File: config.mk
export PLATFORM = sky130hd
export DESIGN_NAME = mbox_shmem
export DESIGN_NICKNAME = d
export VERILOG_FILES = /design/src/rtl/mbox_pkg.sv /design/src/rtl/mbox_arb.sv /design/src/rtl/mbox_store.sv /design/src/rtl/mbox_doorbell.sv /design/src/rtl/mbox_shmem.sv
export SDC_FILE = /design/constraint.sdc
export NUM_CORES = 1
export LEC_CHECK = 0
export BUFFER_PORTS_ARGS = -buffer_cell sky130_fd_sc_hd__buf_2
export CAP_MARGIN = 20
export CORE_MARGIN = 4
export CORE_UTILIZATION = 25
export CTS_CLUSTER_SIZE = 12
export DETAILED_ROUTE_END_ITERATION = 16
export PLACE_DENSITY_LB_ADDON = 0.3
export SLEW_MARGIN = 15
export SYNTH_ARGS = -nofsm -noshare
export SYNTH_HDL_FRONTEND = slang
export SYNTH_SLANG_ARGS = --single-unit
File: constraint.sdc
create_clock -name clk -period 4.6 [get_ports clk]
set_input_delay 0.69 -clock clk [delete_from_list [all_inputs] [get_ports clk]]
set_output_delay 0.69 -clock clk [all_outputs]
set_load 0.005 [all_outputs]
File: src/rtl/mbox_pkg.sv
package mbox_pkg;

    typedef enum logic [1:0] {
        OP_RD  = 2'b00,
        OP_WR  = 2'b01,
        OP_TAS = 2'b10,
        OP_RDX = 2'b11
    } op_e;

    typedef enum logic {
        SIDE_CP = 1'b0,
        SIDE_IO = 1'b1
    } side_e;

    localparam int NUM_SIDES = 2;

    function automatic logic op_stores(op_e op);
        return (op == OP_WR) || (op == OP_TAS);
    endfunction

    function automatic logic op_returns(op_e op);
        return (op != OP_WR);
    endfunction

endpackage

File: src/rtl/mbox_arb.sv
module mbox_arb
    import mbox_pkg::*;
(
    input  logic clk,
    input  logic rst,
    input  logic req_cp,
    input  logic req_io,
    output logic gnt_cp,
    output logic gnt_io
);
    side_e prio_q;

    always_comb begin
        gnt_cp = !rst && req_cp && (!req_io || prio_q == SIDE_CP);
        gnt_io = !rst && req_io && (!req_cp || prio_q == SIDE_IO);
    end

    always_ff @(posedge clk) begin
        if (rst)         prio_q <= SIDE_CP;
        else if (gnt_cp) prio_q <= SIDE_IO;
        else if (gnt_io) prio_q <= SIDE_CP;
    end
endmodule

File: src/rtl/mbox_store.sv
module mbox_store #(
    parameter int AW = 6,
    parameter int DW = 16
) (
    input  logic          clk,
    input  logic          en,
    input  logic          wr,
    input  logic [AW-1:0] addr,
    input  logic [DW-1:0] wdata,
    output logic [DW-1:0] rdata
);
    localparam int DEPTH = 1 << AW;

    logic [DW-1:0] mem [DEPTH];

    always_ff @(posedge clk) begin
        if (en) begin
            rdata <= mem[addr];
            if (wr) mem[addr] <= wdata;
        end
    end
endmodule

File: src/rtl/mbox_doorbell.sv
module mbox_doorbell (
    input  logic clk,
    input  logic rst,
    input  logic ring,
    input  logic ack,
    output logic irq
);
    always_ff @(posedge clk) begin
        if (rst)       irq <= 1'b0;
        else if (ring) irq <= 1'b1;
        else if (ack)  irq <= 1'b0;
    end
endmodule

File: src/rtl/mbox_shmem.sv
module mbox_shmem
    import mbox_pkg::*;
#(
    parameter int AW      = 6,
    parameter int DW      = 16,
    parameter int TAS_VAL = 1
) (
    input  logic          clk,
    input  logic          rst,
    input  logic          cp_req,
    input  logic [1:0]    cp_op,
    input  logic [AW-1:0] cp_addr,
    input  logic [DW-1:0] cp_wdata,
    output logic          cp_gnt,
    output logic          cp_rvalid,
    output logic [DW-1:0] cp_rdata,
    output logic          cp_irq,
    input  logic          io_req,
    input  logic [1:0]    io_op,
    input  logic [AW-1:0] io_addr,
    input  logic [DW-1:0] io_wdata,
    output logic          io_gnt,
    output logic          io_rvalid,
    output logic [DW-1:0] io_rdata,
    output logic          io_irq
);
    localparam int DEPTH = 1 << AW;
    localparam logic [AW-1:0] DB_TO_IO  = AW'(DEPTH - 2);
    localparam logic [AW-1:0] DB_TO_CP  = AW'(DEPTH - 1);
    localparam logic [AW-1:0] ACK_AT_IO = AW'(DEPTH - 4);
    localparam logic [AW-1:0] ACK_AT_CP = AW'(DEPTH - 3);
    localparam logic [DW-1:0] LOCK_WORD = DW'(TAS_VAL);

    typedef struct packed {
        logic          vld;
        side_e         side;
        op_e           op;
        logic [AW-1:0] addr;
        logic [DW-1:0] wdata;
    } acc_t;

    acc_t          acc;
    logic          acc_store;
    logic [DW-1:0] store_word;
    logic [DW-1:0] rdata_q;
    logic          irq_v [NUM_SIDES];

    mbox_arb u_arb (
        .clk    (clk),
        .rst    (rst),
        .req_cp (cp_req),
        .req_io (io_req),
        .gnt_cp (cp_gnt),
        .gnt_io (io_gnt)
    );

    always_comb begin
        acc.vld = cp_gnt || io_gnt;
        if (io_gnt) begin
            acc.side  = SIDE_IO;
            acc.op    = op_e'(io_op);
            acc.addr  = io_addr;
            acc.wdata = io_wdata;
        end else begin
            acc.side  = SIDE_CP;
            acc.op    = op_e'(cp_op);
            acc.addr  = cp_addr;
            acc.wdata = cp_wdata;
        end
        acc_store  = acc.vld && op_stores(acc.op);
        store_word = (acc.op == OP_TAS) ? LOCK_WORD : acc.wdata;
    end

    mbox_store #(.AW(AW), .DW(DW)) u_store (
        .clk   (clk),
        .en    (acc.vld),
        .wr    (acc_store),
        .addr  (acc.addr),
        .wdata (store_word),
        .rdata (rdata_q)
    );

    // Direction d: the sender is side d, the receiver is the other side.
    for (genvar d = 0; d < NUM_SIDES; d++) begin : g_bell
        localparam logic [AW-1:0] RING_ADDR = (d == 0) ? DB_TO_IO : DB_TO_CP;
        localparam logic [AW-1:0] ACK_ADDR  = (d == 0) ? ACK_AT_IO : ACK_AT_CP;
        logic ring, ack;
        assign ring = acc_store && (acc.side == side_e'(d))
                      && (acc.addr == RING_ADDR);
        assign ack  = acc_store && (acc.side != side_e'(d))
                      && (acc.addr == ACK_ADDR);
        mbox_doorbell u_bell (
            .clk  (clk),
            .rst  (rst),
            .ring (ring),
            .ack  (ack),
            .irq  (irq_v[d])
        );
    end

    always_ff @(posedge clk) begin
        if (rst) begin
            cp_rvalid <= 1'b0;
            io_rvalid <= 1'b0;
        end else begin
            cp_rvalid <= cp_gnt && op_returns(acc.op);
            io_rvalid <= io_gnt && op_returns(acc.op);
        end
    end

    assign io_irq   = irq_v[0];
    assign cp_irq   = irq_v[1];
    assign cp_rdata = rdata_q;
    assign io_rdata = rdata_q;
endmodule

======== Word-level counts from Yosys, hierarchy flattened ========
Memories as Yosys holds them, arrays and structs flattened. A register that Yosys moved wholly into a read port is not among the register bits.
Index checks and enable logic that the tools add are counted.
word-level totals
  register bits ........................... 5
  RAM bits ................................ 1024
  input port bits ......................... 52
  output and inout port bits .............. 38
  logic and storage cells ................. 49
  memories ................................ 1
memory list
  name         depth  width  rd ports  clocked after memory_dff  write ports  line              RTL
  u_store.mem  64     16     1         1                         1            mbox_store.sv:14  logic [DW-1:0] mem [DEPTH];
operators by class
  equality and inequality tests ........... 7
  multiplexer cells ....................... 11
  bitwise operators ....................... 2
  reductions and logical operators ........ 23
operator list
  kind                                                   number
  2-to-1 mux 25 bit                                      1
  == test 6 bit, second input constant                   4
  2-to-1 mux 16 bit                                      1
  logical AND 1 bit                                      13
  2-to-1 mux 1 bit                                       9
  nonzero test 2 bit                                     3
  logical OR 1 bit                                       4
  zero test 1 bit                                        3
  == test 2 x 1 -> 1 bit, second input constant          1
  == test 2 bit, second input constant                   1
  inequality test 2 x 1 -> 1 bit, second input constant  1
  inverter 1 bit                                         2

======== Depth between registers and ports, before layout ========
Gate-level depths: netlist (run 1).
  depth after elaboration ................. 11
  mapped depth ............................ 15
  depth with buffers taken out ............ 11

======== Modules after synthesis ========
A second synthesis (run 1) with hierarchy kept.
unflattened totals
  cell total of the unflattened synthesis .. 2386
  area total of the unflattened synthesis .. 40859.2 µm²
by module, submodules not included
  module         times used  cells an instance  area an instance (µm²)  seq. area each (µm²)
  mbox_store     1           2289               40064.7                 31230.0
  mbox_shmem     1           83                 655.6                   40.0
  mbox_doorbell  2           4                  38.8                    20.0
  mbox_arb       1           6                  61.3                    20.0

======== Worst setup path after synthesis (run 1) ========
OpenSTA, ideal clock, no wires.
  path kind ............................... input to register
  start point ............................. input io_req
  end point ............................... memory u_store.mem[0][5] (data pin)
  setup time .............................. 548 ps
  arrival time ............................ 4355 ps
  required time ........................... 4052 ps
  setup slack ............................. -302 ps
  stages on the path ...................... 11
  buffers on the path ..................... 6
  cells stage by stage .................... nor2b_2 > buf_4 > buf_6 > nand2_1 > buf_2 > buf_1 > buf_1 > mux2i_1 > ha_1 > clkbuf_1 > a21oi_1
between the ends
  longest elaborated chain between the ends .. 5
RTL lines
  item                               line              RTL
  start, declared                    mbox_shmem.sv:18  input logic io_req,
  logical AND 1 bit * (2 in series)  mbox_arb.sv:15    gnt_io = !rst && req_io && (!req_cp || prio_q == SIDE_IO);
  2-to-1 mux 25 bit *                mbox_shmem.sv:59  if (io_gnt) begin
  == test 2 bit                      mbox_shmem.sv:71  store_word = (acc.op == OP_TAS) ? LOCK_WORD : acc.wdata;
  2-to-1 mux 16 bit *                mbox_shmem.sv:71
  named net store_word[5]            mbox_shmem.sv:44  logic [DW-1:0] store_word;
  end, declared                      mbox_store.sv:14
Mark *: on every way through the listed nets, which the timed path passes. The rest lies on a longest branch.

======== Worst setup path in the final report (run 1) ========
  start point ............................. register u_arb.prio_q
  end point ............................... register u_store.rdata[13], read port of u_store.mem (data pin)
between the ends
  longest elaborated chain between the ends .. 4
  elaborated cells between the ends (all ways) .. 7
  classes of those cells .................. 1 x mux; 1 x bitwise; 5 x reduce/logical
RTL lines
  item                    line              RTL
  start, declared         mbox_arb.sv:11    side_e prio_q;
  start signal, assigned  mbox_arb.sv:19    if (rst) prio_q <= SIDE_CP;
  start signal, assigned  mbox_arb.sv:20    else if (gnt_cp) prio_q <= SIDE_IO;
  start signal, assigned  mbox_arb.sv:21    else if (gnt_io) prio_q <= SIDE_CP;
  inverter 1 bit          mbox_arb.sv:14    gnt_cp = !rst && req_cp && (!req_io || prio_q == SIDE_CP);
  logical OR 1 bit        mbox_arb.sv:14
  logical AND 1 bit       mbox_arb.sv:14
  logical OR 1 bit        mbox_shmem.sv:58  acc.vld = cp_gnt || io_gnt;
  end, declared           mbox_store.sv:10  output logic [DW-1:0] rdata
Parallel ways exist; a longest one is shown, timed or not.
A chain may end at the register's enable or synchronous reset.

==> metrics, run 1 <==
Initial Util=25.3%; Seq pwr share=50.6%; # port buffers=89; gr ovfl total=0; Reg area=31300 sq um; Slew Viols, Final=0; nets=2928; DP Worst Slack=0.314 ns; Worst setup EP type=flip-flop; CTS Sinks=1045; Setup Crit Path Kind=flip-flop to flip-flop; Synth area leaders=edfxtp_1 (74%), mux4_2 (3.3%), o21ai_0 (2.6%), nand3_1 (2.5%), a21oi_1 (1.5%); DR iter-0 viols=3456; RSZ-0062 raised after global routing=false; number of gates resized after CTS=0; Tightest Pin Transition=1.07 ns; top post-synthesis cells by count=edfxtp_1 (1040), o21ai_0 (219), nand3_1 (212); YS warnings=0; fill count=16700; dominant cell type by area after synthesis=edfxtp_1; DIE WIDTH=420 um; Residual DRC=0; first-pass GRT wire length=195 mm; Final Hold Fails=0; Slew headroom=26.6%; Final Critical Period=approximately 3.9 ns; clock-pin slew on the worst setup and hold paths=around 0.06 ns; synth unique cells=73; pin count of the biggest net entering global routing=108; element type at the critical path start=flip-flop; Num CTS Buffers=111; syn_area_per_cell=15.7 sq um; sequential area share after synthesis=73.9%; max-capacitance violation count=0; per-cell routed wire length=26.8 um; crit share post-route=83.7%; DP Area=46600 sq um; status=finished, final reports clean; share of layout cells above drive strength 1=19.0%; die area=176000 sq um; Comb pwr share=9.4%; Die H=420 um; Clock Power Share=39.9%; ys async rst share=0%; Synth Register Bits=1045; CTS tree=yes; CP required=5.15 ns; Pleak=~0.016 uW; standard-cell rows=150; post-route setup slack=0.750 ns; Netlist Area Pre-Place=42400 sq um; vias in the first global route=25100; Core ar.=168000 sq um; Global Route Usage Sum=15.2%; Main synth FF type=edfxtp_1; VDD IR max=around 0.29 mV; DP HPWL=87.8 mm; count leader, synth=edfxtp_1; DP Cell Count=4965; antenna violations before repair=3; Post-synth EDFFs=1040; Synth top area share=approximately 74%; clock skew=0.0277 ns; Worst Hold Class=input pin to flip-flop; CTS H-tree lvls=3; P&R area growth vs syn=18.0%; final instance area=50000 sq um; RD Place Congestion=~0.85; maximum clock rate=around 260 MHz; postcts setup bufs=0; Sw Ratio=between 20% and 30%; Pwr Density=423 nW/um^2; # hold bufs at CTS=0; wirelength, routed=138 mm; Worst Path Arrival=4.40 ns; worst skew pair latency=0.70 ns; synthesized instance count=roughly 2700; IO Pins=90; DR vias=26400; CTS Buffer Depth=3; Root Driver=clkbuf_16; DR pass1 iterations=5; DR vias/cell=5.10; ANT nets after route=0; CP Max Fanout=17; Net Switching=5120 uW; Final Setup Violations=0; Antenna diodes=0; multi-input logic area=10200 sq um; Syn Nets=~2700; Cell Int Power=approximately 16000 uW; Final Non-Filler Cells=5167
[sequential cells by signal, indices dropped and copies added (netlist names)]
register and cells:
u_store.mem 1024, u_store.rdata 16, g_bell.u_bell.irq 2, cp_rvalid 1, io_rvalid 1, u_arb.prio_q 1
[final timing paths]
path,start,end,slack [ns],depth (start not counted)
worst min register to register,u_arb.prio_q,u_arb.prio_q,0.53,1
worst max-delay path,u_arb.prio_q,u_store.rdata[13],0.75,7
worst max register to register,u_arb.prio_q,u_store.rdata[13],0.75,7
worst min-delay path,cp_req,u_arb.prio_q,0.27,2
[layer usage]
layer  vias to the layer above  global-route usage (%)  wire (um)
met2                      1058                    24.0      64300
met5                         -                       0         27
met3                       189                    2.40       9230
met1                     13800                    21.7      60500
met4                         4                    4.41       4250
li1                      11300                       -          -
[logic make-up after synthesis]
group	count (synthesis)	synth area share (%)
DFF	1045	73.9
and+or+nand+nor	560	6.69
adders and majority gates	2	0.0590
buffers and inverters	228	2.64
muxes	134	5.05
AOI/OAI and AO/OA	722	11.6
[critical path, cell delays in order, from the launching register on]
cell and delay [ns]:
dfxtp_1 0.33, nand2b_2 0.36, a21boi_0 0.48, or2_1 0.55, nand2_1 0.47, a221oi_1 0.91
a21oi_1 0.40, nand4bb_1 0.21
[placed cells by master, fill, tap and decap left out, drive strengths merged, types with 6 or more instances in the layout]
cell type and instances:
a311oi 19, o21ai 222, mux2i 62, o2111ai 21
a21o 7, a2bb2oi 10, a221o 43, a211oi 52
o22ai 8, clkbuf 151, a22o 9, o211ai 21
mux4 63, and3 32, nand4 38, o21a 10
nand2b 55, a2111oi 6, buf 295, a32oi 16
a31oi 13, nand3 213, nor2 78, o2111a 8
clkinv 44, edfxtp 1040, o311a 6, mux2 9
a21boi 19, a31o 14, nand2 114, a21oi 129
a221oi 69, a22oi 6
[power groups by stage]
| stage | clock network (uW) | logic (uW) | registers (uW) |
|---|---|---|---|
| finish | 8460 | 2000 | 10700 |
| CTS | 8610 | 2010 | 10700 |
| global placement | 0 | 2000 | 10900 |
| floorplan | 0 | 1020 | 10900 |
| detailed placement | 0 | 2000 | 10900 |
| global route | 9010 | 2100 | 10700 |
[metrics by stage]
stage	setup TNS (ns)	hold slack (ns)	total power (uW)	utilization, %
after floorplan	-225.18	0.474	11900	-
after global placement	0	0.517	12900	27.8
after detailed placement	0	0.518	12900	27.8
after CTS	0	0.221	21300	29.8
after global routing	0	0.265	21800	29.8
final	0	0.271	21200	29.8
[layout make-up]
class                   instances  share of cell area, %
clock inverters                51                  0.765
flip-flops and latches       1045                   62.6
clock buffers                 151                   5.98
multi-input cells            1418                   20.4
well taps                    2204                   5.51
repair buffers                295                   4.68
inverters                       3                 0.0225
Power figures use the tool's default switching activity.
==> run 2, diff against run 1 <==
==> constraint.sdc (replaced) <==
create_clock -name clk -period 3.6 [get_ports clk]
set_input_delay 0.54 -clock clk [delete_from_list [all_inputs] [get_ports clk]]
set_output_delay 0.54 -clock clk [all_outputs]
set_load 0.005 [all_outputs]
==> run 2 against run 1 <==
  * Combinational power rose by 42%
  * Count of clock-buffer cells in the layout fell by 11
  * Hold slack got worse by 0.18 ns
  * Flip-flop and latch count did not move
  * First-iteration DRC count fell by 13%
  * Global-route usage rose by 0.46 points
  * Largest cell class unchanged
  * Highest routed layer is now met4
==> metrics, run 2 (synthesized netlist as in run 1, its figures left out) <==
CP required=4.03 ns (-1.12 ns); CTS tree=yes; Residual DRC=0 (unchanged); Worst Path Arrival=3.87 ns (-0.53 ns); CTS Buffer Depth=3 (unchanged); Slowest cell on crit path=a21oi_1; clock-pin slew on the worst setup and hold paths=0.06 ns (about the same); crit-path cells=nand2b_2 -> buf_12 -> a211oi_2 -> or2_2 -> buf_12 -> a2111oi_0 -> buf_4 -> a211oi_1 -> buf_4 -> a21oi_1 -> nand4_1; standard-cell rows=150 (unchanged); element type at the critical path start=flip-flop; Final Setup Violations=0 (unchanged); nets=3064 (+4.6%); pin count of the biggest net entering global routing=89 (-18%); crit path from=u_arb.prio_q; Critical Path Stages=11 (+4); DR vias/cell=5.07 (-0.62%); ANT nets after route=0 (unchanged); VDD IR max=0.374 mV (+29%); Worst Hold Class=input pin to flip-flop; worst hold slack=0.0871 ns (-0.183 ns); worst hold start=cp_req; # hold bufs at CTS=0 (unchanged); number of gates resized after CTS=0 (unchanged); Final Hold Fails=0 (unchanged); maximum clock rate=291 MHz (+12%); vias in the first global route=25900 (+3.2%); per-cell routed wire length=26.6 um (-0.48%); largest register by flop count=u_store.mem; WHS Path Cells=2 (unchanged); RSZ-0062 raised after global routing=false; share of layout cells above drive strength 1=24.8% (+5.8 points); max-capacitance violation count=0 (unchanged); Design Power=27400 uW (+29%); CTS H-tree lvls=3 (unchanged); crit share post-route=95.5% (+12 points); RD Place Congestion=0.851 (+0.20%); worst skew pair latency=0.73 ns (+0.03 ns); biggest regs=u_store.mem: 1024 flops, u_store.rdata: 16 flops, g_bell.u_bell.irq: 2 flops; slowest cell delay on critical path=0.64 ns (-0.27 ns); Slew headroom=35.1% (+8.5 points); postcts setup bufs=0 (unchanged); Worst setup EP type=flip-flop; Pleak=0.0167 uW (+6.2%); clock skew=0.0247 ns (-0.00301 ns); DR vias=26900 (+2.0%); CP Max Fanout=43 (+26); number of flip-flops in the largest register=1024 (unchanged); highest-count cells in the layout ignoring fill and taps=edfxtp_1 (1040), buf_4 (219), o21ai_0 (218), nand3_1 (211), buf_12 (123); Initial Util=25.3% (unchanged); DR pass1 iterations=5 (unchanged); final cell utilization of the core=31.2% (+1.4 points); Final Critical Period=3.44 ns (-0.414 ns); Worst R2R Start=u_arb.prio_q; Top Family by Delay on Critical Path=compound AO/OA/AOI/OAI gates; Num CTS Buffers=111 (unchanged); gr ovfl total=0 (unchanged); Setup Crit Path Kind=flip-flop to flip-flop; die area=176000 sq um (unchanged); DIE WIDTH=420 um (unchanged); # port buffers=89 (unchanged); Final Non-Filler Cells=5303 (+2.6%); Slew Viols, Final=0 (unchanged); wirelength, routed=141 mm (+2.1%); status=finished, final reports clean; P&R area growth vs syn=23.6%; Pwr Density=523 nW/um^2 (+23%); first-pass GRT wire length=200 mm (+2.4%); Global Route Usage Sum=15.7% (+0.46 points); commonest non-fill, non-tap cell in the layout=edfxtp_1; Root Driver=clkbuf_16; DR iter-0 viols=3003 (-13%); IO Pins=90 (unchanged); R2R depth=11 (+4); antenna violations before repair=8 (+5); Core ar.=168000 sq um (unchanged); TNS Setup=0 ns (unchanged); Tightest Pin Transition=0.974 ns (-0.0997 ns); DP HPWL=89.8 mm (+2.3%); CTS Sinks=1045 (unchanged); CP Buf/Inv Count=4 (+4); Die H=420 um (unchanged); DP Cell Count=5101 (+2.7%)
## run 2: cell count changes in the layout (fill, tap and decap cells not counted), moves of 2 or more
cell,before,now
buf_12,28,123
diode_2,0,3
inv_16,0,2
nor2_2,2,67
clkinvlp_4,1,4
clkinv_4,2,0
clkbuf_1,36,27
buf_4,178,219
nor2_1,73,8
clkbuf_8,2,0
clkinv_2,13,17
## run 2: area by class of cell
class	instances	area, sq um
multi-input combinational	1418	10400
antenna	3	7.51
sequential	1045	31300
clock buffer	140	2930
fill	16500	115000
clock inverter	59	457
timing repair buffer	431	4550
inverter	3	11.3
tap	2204	2760
## run 2: worst paths after layout
kind	to	slack, ns
setup / recovery	u_store.rdata[2]	0.16
hold / removal	u_arb.prio_q	0.09
setup reg to reg	u_store.rdata[2]	0.16
hold reg to reg	u_arb.prio_q	0.54
## run 2: report_power, final
group	internal [uW]	total [uW]	switching, uW	leakage, uW
Clock	6090	10900	4760	0.00165
Sequential	13600	13700	58.4	0.00941
Combinational	942	2830	1890	0.00563
Total	20700	27400	6710	0.0167
## run 2: metal layers
metal / vias to the layer above / track usage [%] / share of wire, %
li1: 11600 / - / -
met1: 14100 / 22.4 / 44
met2: 1039 / 24.7 / 47
met3: 162 / 2.37 / 6.5
met4: 0 / 4.69 / 3.0
met5: - / 0 / 0
## run 2: metrics by stage
step           setup WS, ns  area [sq um]
2_1_floorplan        -0.339         42600
3_3_place_gp         -0.169         49000
3_5_place_dp         -0.223         49000
4_1_cts               0.120         52400
5_1_grt              0.0875         52400
6_report              0.164         52400
